--- src/rtl/bag_pkg.sv ---
package bag_pkg;
  localparam int ADDR_W   = 12;
  localparam int OFF_W    = 8;
  localparam int BANK_W   = 8;
  localparam int SEL_W    = ADDR_W - OFF_W;
  localparam int SFR_SPAN = 1 << (OFF_W - 1);

  typedef struct packed {
    logic dest_f;
    logic banked;
  } op_ctl_t;
endpackage

--- src/rtl/bag_opdec.sv ---
module bag_opdec
  import bag_pkg::*;
(
  input  logic [1:0] op_lo_i,
  output op_ctl_t    ctl_o
);
  // bit1 = destination, bit0 = access select
  always_comb begin
    ctl_o.dest_f = op_lo_i[1];
    ctl_o.banked = op_lo_i[0];
  end
endmodule

--- src/rtl/bag_bank_reg.sv ---
module bag_bank_reg #(
  parameter int BANK_W = 8,
  parameter int SEL_W  = 4
) (
  input  logic              clk_i,
  input  logic              rst_ni,
  input  logic              lit_we_i,
  input  logic [BANK_W-1:0] lit_i,
  input  logic              bus_we_i,
  input  logic [BANK_W-1:0] bus_i,
  output logic [SEL_W-1:0]  sel_o,
  output logic [BANK_W-1:0] rd_o
);
  logic [BANK_W-1:0] bank_q;

  // literal load has priority over a bus write
  always_ff @(posedge clk_i or negedge rst_ni) begin
    if (!rst_ni)       bank_q <= '0;
    else if (lit_we_i) bank_q <= lit_i;
    else if (bus_we_i) bank_q <= bus_i;
  end

  assign sel_o = bank_q[SEL_W-1:0];
  assign rd_o  = {{(BANK_W-SEL_W){1'b0}}, bank_q[SEL_W-1:0]};

  logic unused_hi;
  assign unused_hi = ^bank_q[BANK_W-1:SEL_W];

  AST_LIT_LOAD: assert property (@(posedge clk_i) disable iff (!rst_ni)
    lit_we_i |=> sel_o == $past(lit_i[SEL_W-1:0]));
  AST_BUS_LOAD: assert property (@(posedge clk_i) disable iff (!rst_ni)
    (bus_we_i && !lit_we_i) |=> sel_o == $past(bus_i[SEL_W-1:0]));
  AST_BANK_HOLD: assert property (@(posedge clk_i) disable iff (!rst_ni)
    (!bus_we_i && !lit_we_i) |=> $stable(sel_o));
endmodule

--- src/rtl/bag_access_map.sv ---
module bag_access_map #(
  parameter int OFF_W = 8,
  parameter int SEL_W = 4,
  parameter bit SPLIT = 1'b1
) (
  input  logic                   clk_i,
  input  logic                   rst_ni,
  input  logic [OFF_W-1:0]       off_i,
  input  logic                   banked_i,
  input  logic [SEL_W-1:0]       bank_sel_i,
  output logic [SEL_W+OFF_W-1:0] addr_o,
  output logic                   sfr_o
);
  localparam int ADDR_W = SEL_W + OFF_W;
  logic [SEL_W-1:0] acc_page;
  logic             acc_sfr;

  generate
    if (SPLIT) begin : g_split
      // upper half of offset space maps to the last page
      assign acc_page = {SEL_W{off_i[OFF_W-1]}};
      assign acc_sfr  = off_i[OFF_W-1];
    end else begin : g_flat
      assign acc_page = '0;
      assign acc_sfr  = 1'b0;
    end
  endgenerate

  always_comb begin
    if (banked_i) begin
      addr_o = {bank_sel_i, off_i};
      sfr_o  = (&bank_sel_i) & off_i[OFF_W-1];
    end else begin
      addr_o = {acc_page, off_i};
      sfr_o  = acc_sfr;
    end
  end

  AST_ACC_LOW: assert property (@(posedge clk_i) disable iff (!rst_ni)
    (!banked_i && !off_i[OFF_W-1]) |-> addr_o[ADDR_W-1:OFF_W] == '0);
  AST_ACC_HIGH: assert property (@(posedge clk_i) disable iff (!rst_ni)
    (!banked_i && off_i[OFF_W-1] && SPLIT) |-> (&addr_o[ADDR_W-1:OFF_W]));
  AST_BANKED: assert property (@(posedge clk_i) disable iff (!rst_ni)
    banked_i |-> (addr_o[ADDR_W-1:OFF_W] == bank_sel_i && addr_o[OFF_W-1:0] == off_i));
endmodule

--- src/rtl/bank_addr_gen.sv ---
module bank_addr_gen
  import bag_pkg::*;
(
  input  logic              clk_i,
  input  logic              rst_ni,
  input  logic [1:0]        op_lo_i,
  input  logic [OFF_W-1:0]  offset_i,
  input  logic              bank_lit_we_i,
  input  logic [BANK_W-1:0] bank_lit_i,
  input  logic              bank_bus_we_i,
  input  logic [BANK_W-1:0] bank_bus_i,
  output logic [BANK_W-1:0] bank_rd_o,
  input  logic              mov_en_i,
  input  logic              mov_dst_sel_i,
  input  logic [ADDR_W-1:0] mov_src_i,
  input  logic [ADDR_W-1:0] mov_dst_i,
  output logic [ADDR_W-1:0] addr_o,
  output logic              sfr_o,
  output logic              dest_f_o,
  output logic              access_o
);
  localparam logic [ADDR_W-1:0] SFR_BASE = ADDR_W'((1 << ADDR_W) - SFR_SPAN);

  op_ctl_t           ctl;
  logic [SEL_W-1:0]  bank_sel;
  logic [ADDR_W-1:0] dir_addr, mov_addr;
  logic              dir_sfr;

  bag_opdec u_opdec (.op_lo_i(op_lo_i), .ctl_o(ctl));

  bag_bank_reg #(.BANK_W(BANK_W), .SEL_W(SEL_W)) u_bank (
    .clk_i(clk_i), .rst_ni(rst_ni),
    .lit_we_i(bank_lit_we_i), .lit_i(bank_lit_i),
    .bus_we_i(bank_bus_we_i), .bus_i(bank_bus_i),
    .sel_o(bank_sel), .rd_o(bank_rd_o)
  );

  bag_access_map #(.OFF_W(OFF_W), .SEL_W(SEL_W), .SPLIT(1'b1)) u_map (
    .clk_i(clk_i), .rst_ni(rst_ni),
    .off_i(offset_i), .banked_i(ctl.banked), .bank_sel_i(bank_sel),
    .addr_o(dir_addr), .sfr_o(dir_sfr)
  );

  assign mov_addr = mov_dst_sel_i ? mov_dst_i : mov_src_i;
  assign addr_o   = mov_en_i ? mov_addr : dir_addr;
  assign sfr_o    = mov_en_i ? (&mov_addr[ADDR_W-1:OFF_W-1]) : dir_sfr;
  assign dest_f_o = ctl.dest_f;
  assign access_o = ctl.banked;

  AST_MOVE_PATH: assert property (@(posedge clk_i) disable iff (!rst_ni)
    mov_en_i |-> addr_o == (mov_dst_sel_i ? mov_dst_i : mov_src_i));
  AST_SFR_FLAG: assert property (@(posedge clk_i) disable iff (!rst_ni)
    sfr_o == (addr_o >= SFR_BASE));
  AST_RD_HI_ZERO: assert property (@(posedge clk_i) disable iff (!rst_ni)
    bank_rd_o[BANK_W-1:SEL_W] == '0);
endmodule

--- config.mk ---
export PLATFORM = sky130hd
export DESIGN_NAME = bank_addr_gen
export DESIGN_NICKNAME = d
export VERILOG_FILES = /design/src/rtl/bag_pkg.sv /design/src/rtl/bag_opdec.sv /design/src/rtl/bag_bank_reg.sv /design/src/rtl/bag_access_map.sv /design/src/rtl/bank_addr_gen.sv
export SDC_FILE = /design/constraint.sdc
export NUM_CORES = 1
export LEC_CHECK = 0
export ABC_AREA = 1
export BUFFER_PORTS_ARGS = -buffer_cell sky130_fd_sc_hd__buf_4
export CORE_UTILIZATION = 34
export CTS_CLUSTER_DIAMETER = 120
export CTS_CLUSTER_SIZE = 12
export DETAILED_ROUTE_END_ITERATION = 12
export PLACE_DENSITY = 0.92
export SLEW_MARGIN = 10
export SYNTH_ARGS = -nofsm -noshare
export SYNTH_HDL_FRONTEND = slang
export SYNTH_HIERARCHICAL = 1
export SYNTH_SLANG_ARGS = --single-unit
--- constraint.sdc ---
create_clock -name clk_i -period 0.8 [get_ports clk_i]
set_input_delay 0.04 -clock clk_i [delete_from_list [all_inputs] [get_ports clk_i]]
set_output_delay 0.04 -clock clk_i [all_outputs]
set_load 0.02 [all_outputs]
# Yosys cells after proc, flatten, opt, wreduce, memory -nomap -nowiden
# Cells that the tools add are included.
# word_totals
register_bits	4
in_bits	56
output_inout_bits	23
# op_classes
n_mux	7
bitwise_logic	1
reduce_logical	3
# ops
op	n
two-way mux 12 bit	3
two-way mux 4 bit	2
AND reduction 5 bit	1
AND reduction 4 bit	1
two-way mux 1 bit	2
nonzero test 2 bit	1
AND 1 bit	1

# Logic depth before layout (Yosys ltp)
# depth
word_depth	4
depth_mapped	7

# Modules after synthesis
# The synthesis kept the hierarchy.
# by_module_without_submodules
mod	n_inst	cells_per_inst	area_per_inst_um2
bank_addr_gen	1	73	326.6
bag_bank_reg	1	31	241.5
bag_access_map	1	21	117.6
bag_opdec	1	2	15.0

# Worst setup path after synthesis
# Ideal clock, no wire load.
# synth_path
path_type	register to output
start	reg u_bank.bank_q[3]
end	out sfr_o
arrival_time_ps	989
slack_ps	-229
path_stages_with_launch	6
cell_sequence	dfrtp_1 -> buf_4 -> nand3_1 -> o21ai_2 -> nand2_1 -> nand2_1
# synth_between
elab_chain_len	4
# synth_rtl
element	line	rtl
start: declaration	bag_bank_reg.sv:14	logic [BANK_W-1:0] bank_q;
start signal: assignment	bag_bank_reg.sv:19	else if (lit_we_i) bank_q <= lit_i;
start signal: assignment	bag_bank_reg.sv:20	else if (bus_we_i) bank_q <= bus_i;
AND reduction 4 bit	bag_access_map.sv:32	sfr_o = (&bank_sel_i) & off_i[OFF_W-1];
AND 1 bit	bag_access_map.sv:32	
two-way mux 1 bit	bag_access_map.sv:30	if (banked_i) begin
via dir_sfr	bank_addr_gen.sv:27	logic dir_sfr;
two-way mux 1 bit	bank_addr_gen.sv:46	assign sfr_o = mov_en_i ? (&mov_addr[ADDR_W-1:OFF_W-1]) : dir_sfr;
end: declaration	bank_addr_gen.sv:18	output logic sfr_o,
# The timed path passes the listed nets, and every way through them passes these cells.

# Worst setup path in the final report
# Same ends and word-level chain as after synthesis.

==> flow_summary.toml <==
[outcome]
status = "finished, violations left"
violations = "setup timing"

[yosys]
syn_area_per_cell_sq_um = 5.52
yosysSeqAreaShare = 0.143
synth_seq_cells = 4
syn_area_sq_um = 701
synthDistinctLibCells = 14
netlist_instances = 127
yosys_warnings = 6

[floorplanning]
fp-row-count = 16
initial_utilization = 0.361
die_h_um = 47.4
ioPinCount = 79
die_x_um = 47.4
core_area_sq_mm = 0.00194
die_area_sq_mm = 0.00225

[worst_setup_path]
cp_num_buf_inv = 1
critPathMaxStageDelay_ns = 0.38
worstPathMaxFanout = 3
cp-end-kind = "output pin"
cp_top_family = "flip-flops"
startpoint_type = "register"
critPathRequiredTime_ns = 0.76
crit_type = "register to output pin"
crit_chain = "nand3_2, o21ai_2, nand2_1, nand2_2, buf_6"
cp.arrival_ns = 1.05
crit_slowest_cell = "dfrtp_2"

[layout]
nets = 247
reg.largest.list = "u_bank/bank_q: 4 flops"
final_common_cell = "buf_4"
fin_area_sq_mm = 0.00127
top_register = "u_bank/bank_q"
drive_gt1_frac = 0.540
layout_common_cells = "buf_4 (65), nand2_1 (37), inv_1 (11), buf_6 (11), nor2_1 (10)"
largest_register_ffs = 4
area_growth_syn_to_layout_pct = 81.1
stdcell_count = 216
antenna_cells = 0
fill_cells = 171

[route]
routedWlPerCell_um = 9.99
wirelength_um = 2160
viasPerCell = 4.44
drt_iter0_drc = 15
drc = 0
num_vias = 958
dr.pass1.iters = 4
final_antenna_net_count = 0

[placement]
port_buffers = 64
globalplace.congestion = 0.733
hpwl_um = 1640
placed_cells = 211
place_area_sq_mm = 0.00117

[pwr]
leakagePower_nw = 0.719
p_per_area_mw_per_mm2 = 996
vdd_drop_max_mv = 0.917

[cts]
cts_made_buffers = 3
cts-root-buf = "clkbuf_4"
htreeDepth = 1
clk_latency_ns = 0.23
cts_tree = "built"
clockBufferDepth = 2
numClockSinks = 4
clk_pin_slew_ns = 0.04

[global_routing]
grtUsageTotal = 0.185
gr-total-overflow = 0
antenna_found_initial = 0
grt_pass1_wl_um = 2900
grt_max_degree = 15
first_global_vias = 766

[timing]
period_needed_ns = 1.09
layout_setup_ws_ns = -0.293
fin_crit_sh = 1.37
setup_viol = 11
maxSlewViolCount = 0
clock_skew_ns = 0
hold_viol = 0
hold_ws_ns = 0.0253
fmax_mhz = 915
rsz0062_at_grt = "true"

[worst_hold_path]
hold_path.class = "input pin to register"

[run]
cap_viol_max_count = 0
==> cells in the mapped netlist, drive strengths merged <==
cell type  instances  area (sq um)
nor2              12          50.1
dfrtp              4           100
nand3             10          50.1
inv               13          48.8
conb               1          3.75
nand2             46           185
buf               21           159
o21ai             20           104
==> metrics by stage <==
step / TNS [ns] / power (mW) / util / setup slack, ns
final: -2.16 / 1.26 / 0.653 / -0.293
after global routing: -2.77 / 1.37 / 0.653 / -0.373
after CTS: -2.21 / 1.27 / 0.649 / -0.305
after detailed placement: -0.512 / 0.951 / 0.604 / -0.0929
after global placement: -0.304 / 0.942 / 0.604 / -0.0474
after floorplan: -0.415 / 0.652 / - / -0.118
==> power by group <==
| group | switching (mW) | leakage [nW] | total [mW] | internal, mW |
|---|---|---|---|---|
| Clock | 0.0752 | 0.0138 | 0.242 | 0.167 |
| Combinational | 0.364 | 0.661 | 0.773 | 0.409 |
| Sequential | 0.0215 | 0.0440 | 0.248 | 0.227 |
| Total | 0.461 | 0.719 | 1.26 | 0.802 |
==> kinds of logic (layout without fill, tap and decap cells) <==
kind of cell    Yosys count  after routing  share of synthesized area
flops                     4              4                      0.143
buf+inv                  34             93                      0.296
compound gates           20             20                      0.148
simple gates             68             68                      0.407
other cells               1              4                    0.00535
==> final timing paths <==
kind / endpoint / from / depth (start not counted) / slack, ns
max: sfr_o / u_bank/bank_q[3] / 5 / -0.29
min: u_bank/bank_q[2] / bank_lit_i[2] / 3 / 0.03
max reg2reg: u_bank/bank_q[0] / u_bank/bank_q[0] / 4 / -0.09
min reg2reg: u_bank/bank_q[1] / u_bank/bank_q[1] / 3 / 0.63
max in group asynchronous: u_bank/bank_q[2] / rst_ni / 2 / 0.49
min in group asynchronous: u_bank/bank_q[3] / rst_ni / 2 / 0.20
==> worst min-delay path, stage by stage <==
cell,delay [ns]
buf_4,0.07
nand2_1,0.03
nand3_1,0.07
==> area by class of cell <==
class | instances | area (sq um) | share of cell area
Tap cell | 27 | 33.8 | 0.0266
Multi-Input combinational cell | 92 | 434 | 0.342
Clock buffer | 3 | 22.5 | 0.0178
Inverter | 13 | 51.3 | 0.0404
Sequential cell | 4 | 105 | 0.0828
Timing Repair Buffer | 77 | 622 | 0.490
==> layer usage <==
layer | vias to the layer above | GRT usage | wire length (um)
met4 | 0 | 0.0971 | 19
met1 | 406 | 0.192 | 782
li1 | 499 | - | -
met5 | - | 0 | 0
met2 | 51 | 0.337 | 1140
met3 | 2 | 0.0462 | 220
==> what timing repair did <==
action / 4_1_cts / 5_1_grt
hold buffers: 1 / 0
resized for setup: 17 / 6
setup buffers: 1 / 1
pin swaps: 2 / 4
endpoints found under the setup margin: 17 / 21
hold endpoints to repair: 4 / 0
No activity file was read; power rests on OpenSTA's default activity.
